<file path="src/rtl/errlog_pkg.sv">
package errlog_pkg;

  localparam int ADDR_USTAT  = 0;
  localparam int ADDR_UMASK  = 1;
  localparam int ADDR_USEV   = 2;
  localparam int ADDR_CSTAT  = 3;
  localparam int ADDR_CMASK  = 4;
  localparam int ADDR_CAPCTL = 5;
  localparam int ADDR_DEVSTA = 6;

  localparam int DEV_W      = 4;
  localparam int DEV_COR    = 0;
  localparam int DEV_NF     = 1;
  localparam int DEV_FATAL  = 2;
  localparam int DEV_UR     = 3;
  localparam int UR_SRC_IDX = 10;

  // bit position of uncorrectable source i inside its 32-bit register
  function automatic int unsigned unc_pos(int unsigned i);
    return (i < 2) ? (4 + i) : (10 + i);
  endfunction

  // bit position of correctable source i inside its 32-bit register
  function automatic int unsigned cor_pos(int unsigned i);
    if (i == 0) return 0;
    else if (i < 4) return i + 5;
    else return i + 8;
  endfunction

endpackage

</file>
<file path="src/rtl/errlog_rst_sync.sv">
module errlog_rst_sync (
  input  logic clk,
  input  logic rst_n,
  output logic rst_sync_n
);

  logic stage1_q;
  logic stage2_q;

  always_ff @(posedge clk or negedge rst_n) begin
    if (!rst_n) begin
      stage1_q <= 1'b0;
      stage2_q <= 1'b0;
    end else begin
      stage1_q <= 1'b1;
      stage2_q <= stage1_q;
    end
  end

  assign rst_sync_n = stage2_q;

endmodule

</file>
<file path="src/rtl/errlog_bank.sv">
module errlog_bank #(
  parameter int          N        = 12,
  parameter logic [N-1:0] MASK_RST = '0,
  parameter bit          HAS_SEV  = 1'b1
) (
  input  logic         clk,
  input  logic         rst_n,
  input  logic [N-1:0] err_i,
  input  logic [N-1:0] clr_i,
  input  logic         mask_we_i,
  input  logic         sev_we_i,
  input  logic [N-1:0] wval_i,
  output logic [N-1:0] stat_o,
  output logic [N-1:0] mask_o,
  output logic [N-1:0] sev_o,
  output logic [N-1:0] new_o
);

  logic [N-1:0] stat_q, stat_d;
  logic [N-1:0] mask_q, mask_d;
  logic         stat_en;

  always_comb begin
    new_o   = err_i & ~mask_q;
    stat_en = (|new_o) || (|clr_i);
    stat_d  = (stat_q & ~clr_i) | new_o;
    mask_d  = wval_i;
  end

  always_ff @(posedge clk or negedge rst_n) begin
    if (!rst_n) begin
      stat_q <= '0;
    end else if (stat_en) begin
      stat_q <= stat_d;
    end
  end

  always_ff @(posedge clk or negedge rst_n) begin
    if (!rst_n) begin
      mask_q <= MASK_RST;
    end else if (mask_we_i) begin
      mask_q <= mask_d;
    end
  end

  generate
    if (HAS_SEV) begin : g_sev
      logic [N-1:0] sev_q;
      always_ff @(posedge clk or negedge rst_n) begin
        if (!rst_n) begin
          sev_q <= '0;
        end else if (sev_we_i) begin
          sev_q <= wval_i;
        end
      end
      assign sev_o = sev_q;
    end else begin : g_nosev
      assign sev_o = '0;
    end
  endgenerate

  assign stat_o = stat_q;
  assign mask_o = mask_q;

  generate
    for (genvar i = 0; i < N; i++) begin : g_chk

      sticky_hold_chk: assert property (@(posedge clk) disable iff (!rst_n)
        (stat_q[i] && !clr_i[i]) |=> stat_q[i]);

      masked_drop_chk: assert property (@(posedge clk) disable iff (!rst_n)
        (!stat_q[i] && mask_q[i] && err_i[i]) |=> !stat_q[i]);
    end
  endgenerate

endmodule

</file>
<file path="src/rtl/errlog_first_ptr.sv">
module errlog_first_ptr #(
  parameter int N  = 12,
  parameter int PW = 5
) (
  input  logic          clk,
  input  logic          rst_n,
  input  logic [N-1:0]  stat_i,
  input  logic [N-1:0]  mask_i,
  input  logic [N-1:0]  new_i,
  output logic [PW-1:0] ptr_o
);

  import errlog_pkg::*;

  logic [PW-1:0] ptr_q, ptr_d;
  logic          armed, load;

  always_comb begin
    armed = ~|(stat_i & ~mask_i);
    load  = armed && (|new_i);
    ptr_d = ptr_q;
    for (int i = N - 1; i >= 0; i--) begin
      if (new_i[i]) ptr_d = PW'(unc_pos(i));
    end
  end

  always_ff @(posedge clk or negedge rst_n) begin
    if (!rst_n) begin
      ptr_q <= '0;
    end else if (load) begin
      ptr_q <= ptr_d;
    end
  end

  assign ptr_o = ptr_q;


  ptr_hold_chk: assert property (@(posedge clk) disable iff (!rst_n)
    (!armed) |=> $stable(ptr_q));

endmodule

</file>
<file path="src/rtl/err_log_regs.sv">
module err_log_regs
  import errlog_pkg::*;
#(
  parameter int N_UNC = 12,
  parameter int N_COR = 6,
  parameter int DW    = 32,
  parameter int AW    = 3,
  parameter int PTR_W = 5
) (
  input  logic             clk,
  input  logic             rst_n,
  input  logic [N_UNC-1:0] unc_err_i,
  input  logic [N_COR-1:0] cor_err_i,
  input  logic [AW-1:0]    reg_addr_i,
  input  logic [DW-1:0]    reg_wdata_i,
  input  logic             reg_we_i,
  output logic [DW-1:0]    reg_rdata_o,
  output logic             msg_cor_o,
  output logic             msg_nonfatal_o,
  output logic             msg_fatal_o
);

  localparam int POSW = $clog2(DW);
  localparam logic [N_COR-1:0] COR_MASK_RST = N_COR'(1) << (N_COR - 1);

  logic rst_s_n;

  errlog_rst_sync u_rst (
    .clk        (clk),
    .rst_n      (rst_n),
    .rst_sync_n (rst_s_n)
  );

  // write decode
  logic we_ustat, we_umask, we_usev, we_cstat, we_cmask, we_dev;
  always_comb begin
    we_ustat = reg_we_i && (reg_addr_i == AW'(ADDR_USTAT));
    we_umask = reg_we_i && (reg_addr_i == AW'(ADDR_UMASK));
    we_usev  = reg_we_i && (reg_addr_i == AW'(ADDR_USEV));
    we_cstat = reg_we_i && (reg_addr_i == AW'(ADDR_CSTAT));
    we_cmask = reg_we_i && (reg_addr_i == AW'(ADDR_CMASK));
    we_dev   = reg_we_i && (reg_addr_i == AW'(ADDR_DEVSTA));
  end

  // write data unpacked to compact source order
  logic [N_UNC-1:0] unc_wv;
  logic [N_COR-1:0] cor_wv;
  generate
    for (genvar i = 0; i < N_UNC; i++) begin : g_uw
      assign unc_wv[i] = reg_wdata_i[POSW'(unc_pos(i))];
    end
    for (genvar j = 0; j < N_COR; j++) begin : g_cw
      assign cor_wv[j] = reg_wdata_i[POSW'(cor_pos(j))];
    end
  endgenerate

  logic [N_UNC-1:0] unc_stat, unc_mask, unc_sev, unc_new;
  logic [N_COR-1:0] cor_stat, cor_mask, cor_sev, cor_new;

  errlog_bank #(.N(N_UNC), .MASK_RST('0), .HAS_SEV(1'b1)) u_unc (
    .clk       (clk),
    .rst_n     (rst_s_n),
    .err_i     (unc_err_i),
    .clr_i     (we_ustat ? unc_wv : '0),
    .mask_we_i (we_umask),
    .sev_we_i  (we_usev),
    .wval_i    (unc_wv),
    .stat_o    (unc_stat),
    .mask_o    (unc_mask),
    .sev_o     (unc_sev),
    .new_o     (unc_new)
  );

  errlog_bank #(.N(N_COR), .MASK_RST(COR_MASK_RST), .HAS_SEV(1'b0)) u_cor (
    .clk       (clk),
    .rst_n     (rst_s_n),
    .err_i     (cor_err_i),
    .clr_i     (we_cstat ? cor_wv : '0),
    .mask_we_i (we_cmask),
    .sev_we_i  (1'b0),
    .wval_i    (cor_wv),
    .stat_o    (cor_stat),
    .mask_o    (cor_mask),
    .sev_o     (cor_sev),
    .new_o     (cor_new)
  );

  logic [PTR_W-1:0] first_ptr;

  errlog_first_ptr #(.N(N_UNC), .PW(PTR_W)) u_ptr (
    .clk    (clk),
    .rst_n  (rst_s_n),
    .stat_i (unc_stat),
    .mask_i (unc_mask),
    .new_i  (unc_new),
    .ptr_o  (first_ptr)
  );

  // class detection
  logic hit_cor, hit_nf, hit_fatal, hit_ur;
  always_comb begin
    hit_cor   = |cor_new;
    hit_nf    = |(unc_new & ~unc_sev);
    hit_fatal = |(unc_new & unc_sev);
    hit_ur    = unc_new[UR_SRC_IDX];
  end

  // device summary
  logic [DEV_W-1:0] dev_q, dev_d, dev_set, dev_clr;
  logic             dev_en;
  always_comb begin
    dev_set            = '0;
    dev_set[DEV_COR]   = hit_cor;
    dev_set[DEV_NF]    = hit_nf;
    dev_set[DEV_FATAL] = hit_fatal;
    dev_set[DEV_UR]    = hit_ur;
    dev_clr            = we_dev ? reg_wdata_i[DEV_W-1:0] : '0;
    dev_en             = (|dev_set) || (|dev_clr);
    dev_d              = (dev_q & ~dev_clr) | dev_set;
  end

  always_ff @(posedge clk or negedge rst_s_n) begin
    if (!rst_s_n) begin
      dev_q <= '0;
    end else if (dev_en) begin
      dev_q <= dev_d;
    end
  end

  // message requests
  logic msg_cor_q, msg_nf_q, msg_fatal_q;
  always_ff @(posedge clk or negedge rst_s_n) begin
    if (!rst_s_n) begin
      msg_cor_q   <= 1'b0;
      msg_nf_q    <= 1'b0;
      msg_fatal_q <= 1'b0;
    end else begin
      msg_cor_q   <= hit_cor;
      msg_nf_q    <= hit_nf;
      msg_fatal_q <= hit_fatal;
    end
  end

  assign msg_cor_o      = msg_cor_q;
  assign msg_nonfatal_o = msg_nf_q;
  assign msg_fatal_o    = msg_fatal_q;

  // read path
  logic [DW-1:0] ustat_w, umask_w, usev_w, cstat_w, cmask_w;
  always_comb begin
    ustat_w = '0;
    umask_w = '0;
    usev_w  = '0;
    cstat_w = '0;
    cmask_w = '0;
    for (int i = 0; i < N_UNC; i++) begin
      ustat_w[POSW'(unc_pos(i))] = unc_stat[i];
      umask_w[POSW'(unc_pos(i))] = unc_mask[i];
      usev_w[POSW'(unc_pos(i))]  = unc_sev[i];
    end
    for (int j = 0; j < N_COR; j++) begin
      cstat_w[POSW'(cor_pos(j))] = cor_stat[j];
      cmask_w[POSW'(cor_pos(j))] = cor_mask[j];
    end
  end

  always_comb begin
    case (reg_addr_i)
      AW'(ADDR_USTAT):  reg_rdata_o = ustat_w;
      AW'(ADDR_UMASK):  reg_rdata_o = umask_w;
      AW'(ADDR_USEV):   reg_rdata_o = usev_w;
      AW'(ADDR_CSTAT):  reg_rdata_o = cstat_w;
      AW'(ADDR_CMASK):  reg_rdata_o = cmask_w;
      AW'(ADDR_CAPCTL): reg_rdata_o = DW'(first_ptr);
      AW'(ADDR_DEVSTA): reg_rdata_o = DW'(dev_q);
      default:          reg_rdata_o = '0;
    endcase
  end


  unc_msg_has_stat_chk: assert property (@(posedge clk) disable iff (!rst_s_n)
    (msg_fatal_o || msg_nonfatal_o) |-> (|unc_stat));

  fatal_flag_chk: assert property (@(posedge clk) disable iff (!rst_s_n)
    msg_fatal_o |-> dev_q[DEV_FATAL]);

  cor_flag_chk: assert property (@(posedge clk) disable iff (!rst_s_n)
    msg_cor_o |-> dev_q[DEV_COR]);

  cor_msg_cause_chk: assert property (@(posedge clk) disable iff (!rst_s_n)
    msg_cor_o |-> (|cor_stat));

endmodule

</file>
<file path="config.mk">
export PLATFORM = sky130hd
export DESIGN_NAME = err_log_regs
export DESIGN_NICKNAME = d
export VERILOG_FILES = /design/src/rtl/errlog_pkg.sv /design/src/rtl/errlog_rst_sync.sv /design/src/rtl/errlog_bank.sv /design/src/rtl/errlog_first_ptr.sv /design/src/rtl/err_log_regs.sv
export SDC_FILE = /design/constraint.sdc
export NUM_CORES = 1
export LEC_CHECK = 0
export BUFFER_PORTS_ARGS = -buffer_cell sky130_fd_sc_hd__buf_2
export CAP_MARGIN = 0
export CELL_PAD_IN_SITES_DETAIL_PLACEMENT = 0
export CELL_PAD_IN_SITES_GLOBAL_PLACEMENT = 1
export CORE_UTILIZATION = 43
export DETAILED_ROUTE_END_ITERATION = 12
export GPL_TIMING_DRIVEN = 0
export PLACE_DENSITY_LB_ADDON = 0.1
export SLEW_MARGIN = 25
export SYNTH_ARGS = -nofsm -noshare
export SYNTH_HDL_FRONTEND = slang
export SYNTH_SLANG_ARGS = --single-unit
export TNS_END_PERCENT = 5
</file>
<file path="constraint.sdc">
create_clock -name clk -period 5.4 [get_ports clk]
set_input_delay 1.08 -clock clk [delete_from_list [all_inputs] [get_ports clk]]
set_output_delay 1.08 -clock clk [all_outputs]
set_load 0.01 [all_outputs]
</file>
# Yosys cells after proc, flatten, opt, wreduce, memory -nomap -nowiden
# Index checks and enable logic that the tools add are counted.
[word_totals]
inputBits = 56
output_inout_bits = 35
regBits = 62
wordCells = 74
[op_classes]
reduce_logical = 23
n_bitwise = 17
eq_ne = 6
muxes = 16
[ops]
columns = ["cell", "count"]
rows = [
  ["22-bit one-hot mux with 7 select lines", 1],
  ["12-bit bitwise AND", 5],
  ["5-bit 2-to-1 mux", 12],
  ["12-bit OR reduction", 5],
  ["12-bit NOT", 3],
  ["31-bit OR reduction", 1],
  ["6-bit bitwise AND", 2],
  ["12-bit 2-to-1 mux", 1],
  ["6-bit NOT", 2],
  ["12-bit bitwise OR", 1],
  ["12-bit nonzero test", 1],
  ["6-bit OR reduction", 2],
  ["3-bit equality test (second input constant)", 3],
  ["1-bit logical AND", 7],
  ["3-bit by 2-bit equality test with 1-bit output (second input constant)", 2],
  ["6-bit 2-to-1 mux", 1],
  ["6-bit bitwise OR", 1],
  ["4-bit bitwise AND", 1],
  ["4-bit 2-to-1 mux", 1],
  ["4-bit NOT", 1],
  ["4-bit bitwise OR", 1],
  ["4-bit OR reduction", 1],
  ["3-bit by 1-bit equality test with 1-bit output (second input constant)", 1],
  ["3-bit zero test", 1],
  ["other kinds (3)", 5],
]

# Depth between registers and ports, before layout
# Gate-level depths: netlist of the first run.
[depth]
word_depth = 14
depth_mapped = 7
mapped_depth_nobuf = 5

# Hierarchy
# Synthesis of the first run repeated with hierarchy kept, for this count alone.
[unflattened]
hier_cells = 358
hier_area_um2 = 3679.8
[by_module_without_submodules]
columns = ["module", "seq_area_each_um2", "n_inst", "cells_each", "area_per_inst_um2"]
rows = [
  ["errlog_bank (u_unc)", 900.9, 1, 98, 1478.9],
  ["err_log_regs", 175.2, 1, 164, 1186.1],
  ["errlog_bank (u_cor)", 301.5, 1, 44, 556.8],
  ["errlog_first_ptr", 125.1, 1, 49, 404.1],
  ["errlog_rst_sync", 50.0, 1, 3, 53.8],
]

# Worst setup path before layout of the first run
# Ideal clock, no wire load.
[synth_timing]
kind = "input port to output port"
start = "in reg_addr_i[0]"
end = "out reg_rdata_o[14]"
n_path_buf = 2
setup_slack_ns = 2.088
stages = 5
t_arrival_ns = 2.232
t_required_ns = 4.320
cell_sequence = "clkbuf_1 > nor2b_1 > clkbuf_1 > a21oi_1 > nor2_1"
[synth_via]
elab_chain_len = 2
word_cells_on_any_way = 8
classes_between = "eq/ne (6); mux (1); reduce/logical (1)"
[synth_rtl]
columns = ["item", "line_no", "rtl"]
rows = [
  ["start, declared", "err_log_regs.sv:14", "input logic [AW-1:0] reg_addr_i,"],
  ["3-bit equality test (tied with other cells)", "err_log_regs.sv:168", "case (reg_addr_i)"],
  ["22-bit one-hot mux with 7 select lines *", "err_log_regs.sv:168", ""],
  ["end, declared", "err_log_regs.sv:17", "output logic [DW-1:0] reg_rdata_o,"],
]
# Every way passes the cells marked *; elsewhere a longest branch is shown, timed or not.

# Final worst setup path of the first run
[layout_timing]
start = "in reg_addr_i[0]"
end = "out reg_rdata_o[4]"
# The elaborated chain is that of the path after synthesis.

==> results of run 1 <==
## worst paths after layout
kind                             startpoint          endpoint  slack [ps]  cells after the start
max reg2reg                 u_unc.mask_o[4]    u_ptr.ptr_o[1]        3400                      5
min in group clk             u_rst.stage1_q  u_rst.rst_sync_n         350                      0
min reg2reg                u_rst.rst_sync_n   u_cor.stat_o[2]         190                      0
max in group asynchronous  u_rst.rst_sync_n          dev_q[3]        4690                      1
min                        u_rst.rst_sync_n   u_cor.stat_o[2]         190                      0
max                           reg_addr_i[0]    reg_rdata_o[4]        1320                      7
## worst reg2reg max path: cells and delay by family (launching register included)
family,cells,cell delay [ps]
DFF,1,410
AOI/OAI and AO/OA,1,240
muxes,1,290
and+or+nand+nor,3,940
## through the flow
step	power, mW	cell area [um2]
floorplan	0.789	3380
detailed placement	0.896	3850
global placement	0.885	3820
global route	1.42	4080
finish	1.35	4080
CTS	1.36	4080
## area by class of cell
class / instances / area [um2] / area share
plain buffers: 23 / 136 / 0.0334
clock buffers: 12 / 155 / 0.0380
clock inverters: 4 / 70.1 / 0.0172
inverters: 11 / 41.3 / 0.0101
multi-input cells: 244 / 1650 / 0.405
flip-flops and latches: 62 / 1560 / 0.381
well taps: 99 / 124 / 0.0304
repair buffers: 64 / 343 / 0.0840
## flip-flops by register name, indices dropped and copies added, names as in the netlist
register and flops:
dev_q 4, msg_cor_o 1, msg_fatal_o 1, msg_nonfatal_o 1
u_cor.mask_o 6, u_cor.stat_o 6, u_ptr.ptr_o 5, u_rst.rst_sync_n 1
u_rst.stage1_q 1, u_unc.mask_o 12, u_unc.sev_o 12, u_unc.stat_o 12
## per-layer routing
metal	track usage	routed length, um	vias to the layer above
met2	0.340	3900	84
met1	0.315	4060	1311
met5	0	0	-
met3	0.0355	480	11
li1	-	-	1297
met4	0.0685	120	0
## cells by family (layout without fill, tap and decap cells)
kind of cell,Yosys count,count (layout)
and+or+nand+nor,117,117
AOI/OAI and AO/OA,70,70
other,2,14
DFF,62,62
buffers and inverters,34,114
muxes,43,43
## placed cells by master (no fill, tap or decap), drive strengths merged
cell     netlist  layout
clkinv         0       2
nand3          6       6
o2111ai        4       4
conb           2      14
a221oi         3       3
a21oi         12      12
nand2b        19      19
buf           15      79
nand2         31      31
clkbuf         8      20
dfstp          1       1
o2bb2ai        3       3
and2           1       1
o22ai          3       3
a211oi         3       3
nor4           4       4
a22o           6       6
bufinv         0       2
a21o          21      21
inv           11      11
nor2          30      30
o21ai          9       9
nor3           3       3
mux2          30      30
a31oi          1       1
or4b           1       1
mux2i         11      11
mux4           2       2
dfrtp         61      61
a22oi          4       4
o21a           1       1
nor2b         22      22
## where the power goes
part / internal (mW) / switching (mW) / leakage, nW
clock network: 0.284 / 0.179 / 0.116
logic: 0.142 / 0.152 / 1.03
registers: 0.532 / 0.0634 / 0.681
==> reports/results.tsv, run 1 <==
metric	value	unit
Critical Path RT	4320	ps
most numerous cell in the Yosys netlist	dfrtp_1	
cell taking the most area after synthesis	dfrtp_1	
Post-synth top flop	dfrtp_1	
antenna-violating nets left	0	
Post-Synth Adder-Cell Area	0	
worst vdd ir	0.000237	V
GR Util All Layers	0.219	
initial antenna violation count	0	
Final Cycle Share	0.755	
DR vias	2703	
total core area	7370	um2
largest net degree at the start of global routing	46	
I/O Pins	91	
Crit. End Element	output port	
WS Path Type	in -> out	
Syn Area/Cell	10.2	um2
vias in the first global route	2629	
Rel. slew slack	0.469	
share of the core filled with cells	0.554	
crit path cell chain	buf_2 -> clkbuf_1 -> nor2b_1 -> clkbuf_1 -> nand3_1 -> o21ai_0 -> buf_2	
Area growth, synth to finish	22.2	%
DRC errors left	0	
htree depth	3	
Buffers on Ports	63	
top-area cell type share of the netlist area	0.457	
Post-CTS Setup Inserts	0	
Starting Density	0.453	
Root Buffer	clkbuf_8	
final setup violation count	0	
Max Root-Sink Buffers	2	
clock tree sinks	62	
drt initial violations	143	
GP Congestion	0.836	
Layout Nets	471	
CTS tree	done	
post-synth cell types	37	
final hold slack	192	ps
max_cap viols	0	
final clock skew	8.73	ps
# rows	31	
DR vias/cell	5.21	
final WL	8.56	mm
RSZ-0062 raised after global routing	false	
ant diodes	0	
slowest CP cell	clkbuf_1	
Slew Limit Fails	0	
Synth Area in XOR/XNOR	0	
Final Hold Vio Count	0	
Inst Count DP	503	
post-cts repair resize count	0	
critical-path maximum fanout	10	
later-pin clock latency in the skew report	340	ps
gr ovfl total	0	
synthesized area	3340	um2
dpl ws	1340	ps
Synth Warn #	0	
Async S/R FF share, synth	1.00	
fmax	245	MHz
share of cells above drive strength 1	0.317	
Die Y	90.1	um
register area share after synthesis	0.465	
number of CTS-inserted buffers	9	
aggregate negative setup slack	0	ps
Slew @ Worst Pin	797	ps
final setup margin	1320	ps
Tmin final	4080	ps
post-synthesis register bit count	62	
Post-synth EDFFs	0	
Cell Pwr Density	331	nW/um2
Buf/Inv on CP	4	
dpl hpwl	6.44	mm
Data arrival, critical path	3000	ps
P_leak	1.83	nW
DRT Pass-1 Iters	4	
main combinational cell family by area after synthesis	simple AND/OR/NAND/NOR gates	
Post-synth top cells	61 x dfrtp_1, 31 x nand2_1, 30 x nor2_1	
status	complete, no violations	
Die W	90.1	um
Synth Instances	328	
post-synthesis compound-gate area fraction	0.148	
synth top area cells	dfrtp_1 46%, mux2_2 8.8%, a21o_1 4.7%, nor2b_1 3.9%, nand2b_1 3.6%	
FILL cells	705	
clk slew on worst S/H paths	70	ps
Synth Area in Simple Gates	0.179	
mux cell area share after synthesis	0.152	
first-pass GRT wire length	13.7	mm
worst hold path class	reg -> async	
Post-CTS Hold Fix Bufs	0	
fin cells	519	
drt wl/cell	16.5	um
total die area	8120	um2
family with the most delay on the worst path	buffers and inverters	
CP peak stage delay	550	ps
Critical Path Source Type	input pin	
Note: power is estimated with default switching activity, not from simulation.
==> run 2: changes to the inputs <==
--- a/config.mk
+++ b/config.mk
@@ -9,7 +9,7 @@
 export CAP_MARGIN = 0
 export CELL_PAD_IN_SITES_DETAIL_PLACEMENT = 0
 export CELL_PAD_IN_SITES_GLOBAL_PLACEMENT = 1
-export CORE_UTILIZATION = 43
+export CORE_UTILIZATION = 36
 export DETAILED_ROUTE_END_ITERATION = 12
 export GPL_TIMING_DRIVEN = 0
 export PLACE_DENSITY_LB_ADDON = 0.1
==> constraint.sdc (replaced) <==
create_clock -name clk -period 3.55 [get_ports clk]
set_input_delay 0.71 -clock clk [delete_from_list [all_inputs] [get_ports clk]]
set_output_delay 0.71 -clock clk [all_outputs]
set_load 0.01 [all_outputs]
==> reports/results.tsv, run 2 (same netlist as run 1, synthesis figures left out) <==
metric	value	unit	change
final clock skew	8.33	ps	-0.398 ps
Setup crit start	reg_addr_i[0]		
share of cells above drive strength 1	0.317		unchanged
Area growth, synth to finish	21.8	%	
family with the most delay on the worst path	buffers and inverters		
I/O Pins	91		unchanged
GP Congestion	0.837		+0.19%
total die area	9670	um2	+19%
first-pass GRT wire length	14.3	mm	+4.4%
max_cap viols	0		unchanged
largest net degree at the start of global routing	45		-2.2%
critical-path maximum fanout	10		unchanged
final setup violation count	0		unchanged
later-pin clock latency in the skew report	350	ps	about the same
antenna-violating nets left	0		unchanged
final hold slack	127	ps	-64.7 ps
aggregate negative setup slack	0	ps	unchanged
Slew @ Worst Pin	856	ps	+58.8 ps
final WL	8.85	mm	+3.3%
DR vias	2718		+0.55%
initial antenna violation count	0		unchanged
number of CTS-inserted buffers	9		unchanged
total core area	8850	um2	+20%
Post-CTS Hold Fix Bufs	0		unchanged
clock tree sinks	62		unchanged
Max Root-Sink Buffers	2		unchanged
DRT Pass-1 Iters	10		+6
most frequent cells in the layout	64 x buf_2, 60 x dfrtp_1, 31 x nand2_1, 30 x nor2_1, 26 x mux2_2		
R2R Path End	u_ptr.ptr_o[4]		
Slew Limit Fails	0		unchanged
crit path to	reg_rdata_o[4]		
Post-CTS Setup Inserts	0		unchanged
commonest non-fill, non-tap cell in the layout	buf_2		
DR vias/cell	5.15		-1.2%
Data arrival, critical path	2570	ps	-430 ps
vias in the first global route	2661		+1.2%
worst hold path class	in -> async		
met2 Use GR	0.294		-0.0455
Tmin final	3280	ps	
DRC errors left	5		+5
ant diodes	0		unchanged
htree depth	3		unchanged
CTS tree	done		
Crit. End Element	output port		
FILL cells	909		+29%
# rows	34		+9.7%
Rel. slew slack	0.429		-0.0392
Buf/Inv on CP	4		unchanged
CP peak stage delay	550	ps	about the same
met1 usage	0.283		-0.0321
Critical Path RT	2840	ps	-1480 ps
r2r setup slk	1580	ps	-1820 ps
Buffers on Ports	63		unchanged
RR Startpoint	u_unc.mask_o[5]		
Final Hold Vio Count	0		unchanged
drt initial violations	150		+4.9%
Starting Density	0.377		-0.0757
post-route cell area	4070	um2	-0.34%
gr ovfl total	0		unchanged
Layout Nets	471		unchanged
placed cell area	3870	um2	+0.29%
Crit path depth	7		unchanged
dpl hpwl	6.65	mm	+3.3%
Cell Pwr Density	491	nW/um2	+48%
violated checks	design-rule violations		
Die Y	98.3	um	+9.1%
GR Util All Layers	0.196		-0.0235
Final Cycle Share	0.925		
Die W	98.3	um	+9.1%
post-cts repair resize count	0		unchanged
fmax	304	MHz	
Critical Path Source Type	input pin		
clk slew on worst S/H paths	70	ps	about the same
crit path cell chain	buf_2 -> clkbuf_1 -> nor2b_1 -> clkbuf_1 -> nand3_1 -> o21ai_0 -> buf_2		
P_leak	1.82	nW	-0.56%
RSZ-0062 raised after global routing	false		
status	complete, but fails checks		
WS Path Type	in -> out		
Root Buffer	clkbuf_8		
worst vdd ir	0.000269	V	+13%
R2R depth	5		unchanged
GRT Max-Usage Layer	met2		
drt wl/cell	16.8	um	+1.6%
met3 Use GR	0.0494		+0.0139
slowest CP cell	clkbuf_1		
[run 2: cell types whose count changed in the layout (fill, tap and decap cells not counted)]
cell / change
bufinv_16: -1
clkinv_2: +1
[run 2: how the worst min path moves through the flow]
stage,startpoint,to,cells past startpoint
floorplan,u_rst.stage1_q,u_rst.rst_sync_n,0
global route,rst_n,u_rst.rst_sync_n,1
global placement,u_rst.stage1_q,u_rst.rst_sync_n,0
finish,rst_n,u_rst.rst_sync_n,1
CTS,rst_n,u_rst.rst_sync_n,1
detailed placement,u_rst.rst_sync_n,u_cor.mask_o[2],0
[run 2: layer usage]
metal  part of all wire  wire length (um)
met1               0.50              4420
met2               0.44              3920
met3              0.049               435
met4             0.0085                75
met5                  0                 0
[run 2: power breakdown]
group	switching, mW	leakage (nW)	internal (mW)	total, mW
registers	0.0945	0.681	0.808	0.903
clock network	0.292	0.106	0.359	0.652
logic	0.228	1.03	0.216	0.443
[run 2: layout make-up]
cell class              instances  area, um2  area share
multi-input cells             244       1650       0.407
flip-flops and latches         62       1560       0.383
repair buffers                 64        343      0.0843
clock buffers                  12        155      0.0382
plain buffers                  23        136      0.0335
well taps                     108        135      0.0332
clock inverters                 4       45.0      0.0111
inverters                      11       41.3      0.0102
[run 2: stage by stage]
stage	total power, mW	util	setup WS (ps)	cells
final	2.00	0.460	265	528
after global routing	2.10	0.460	61.7	528
after CTS	2.00	0.460	310	528
after detailed placement	1.36	0.437	318	512
after global placement	1.35	0.433	287	511
after floorplan	1.20	-	978	340
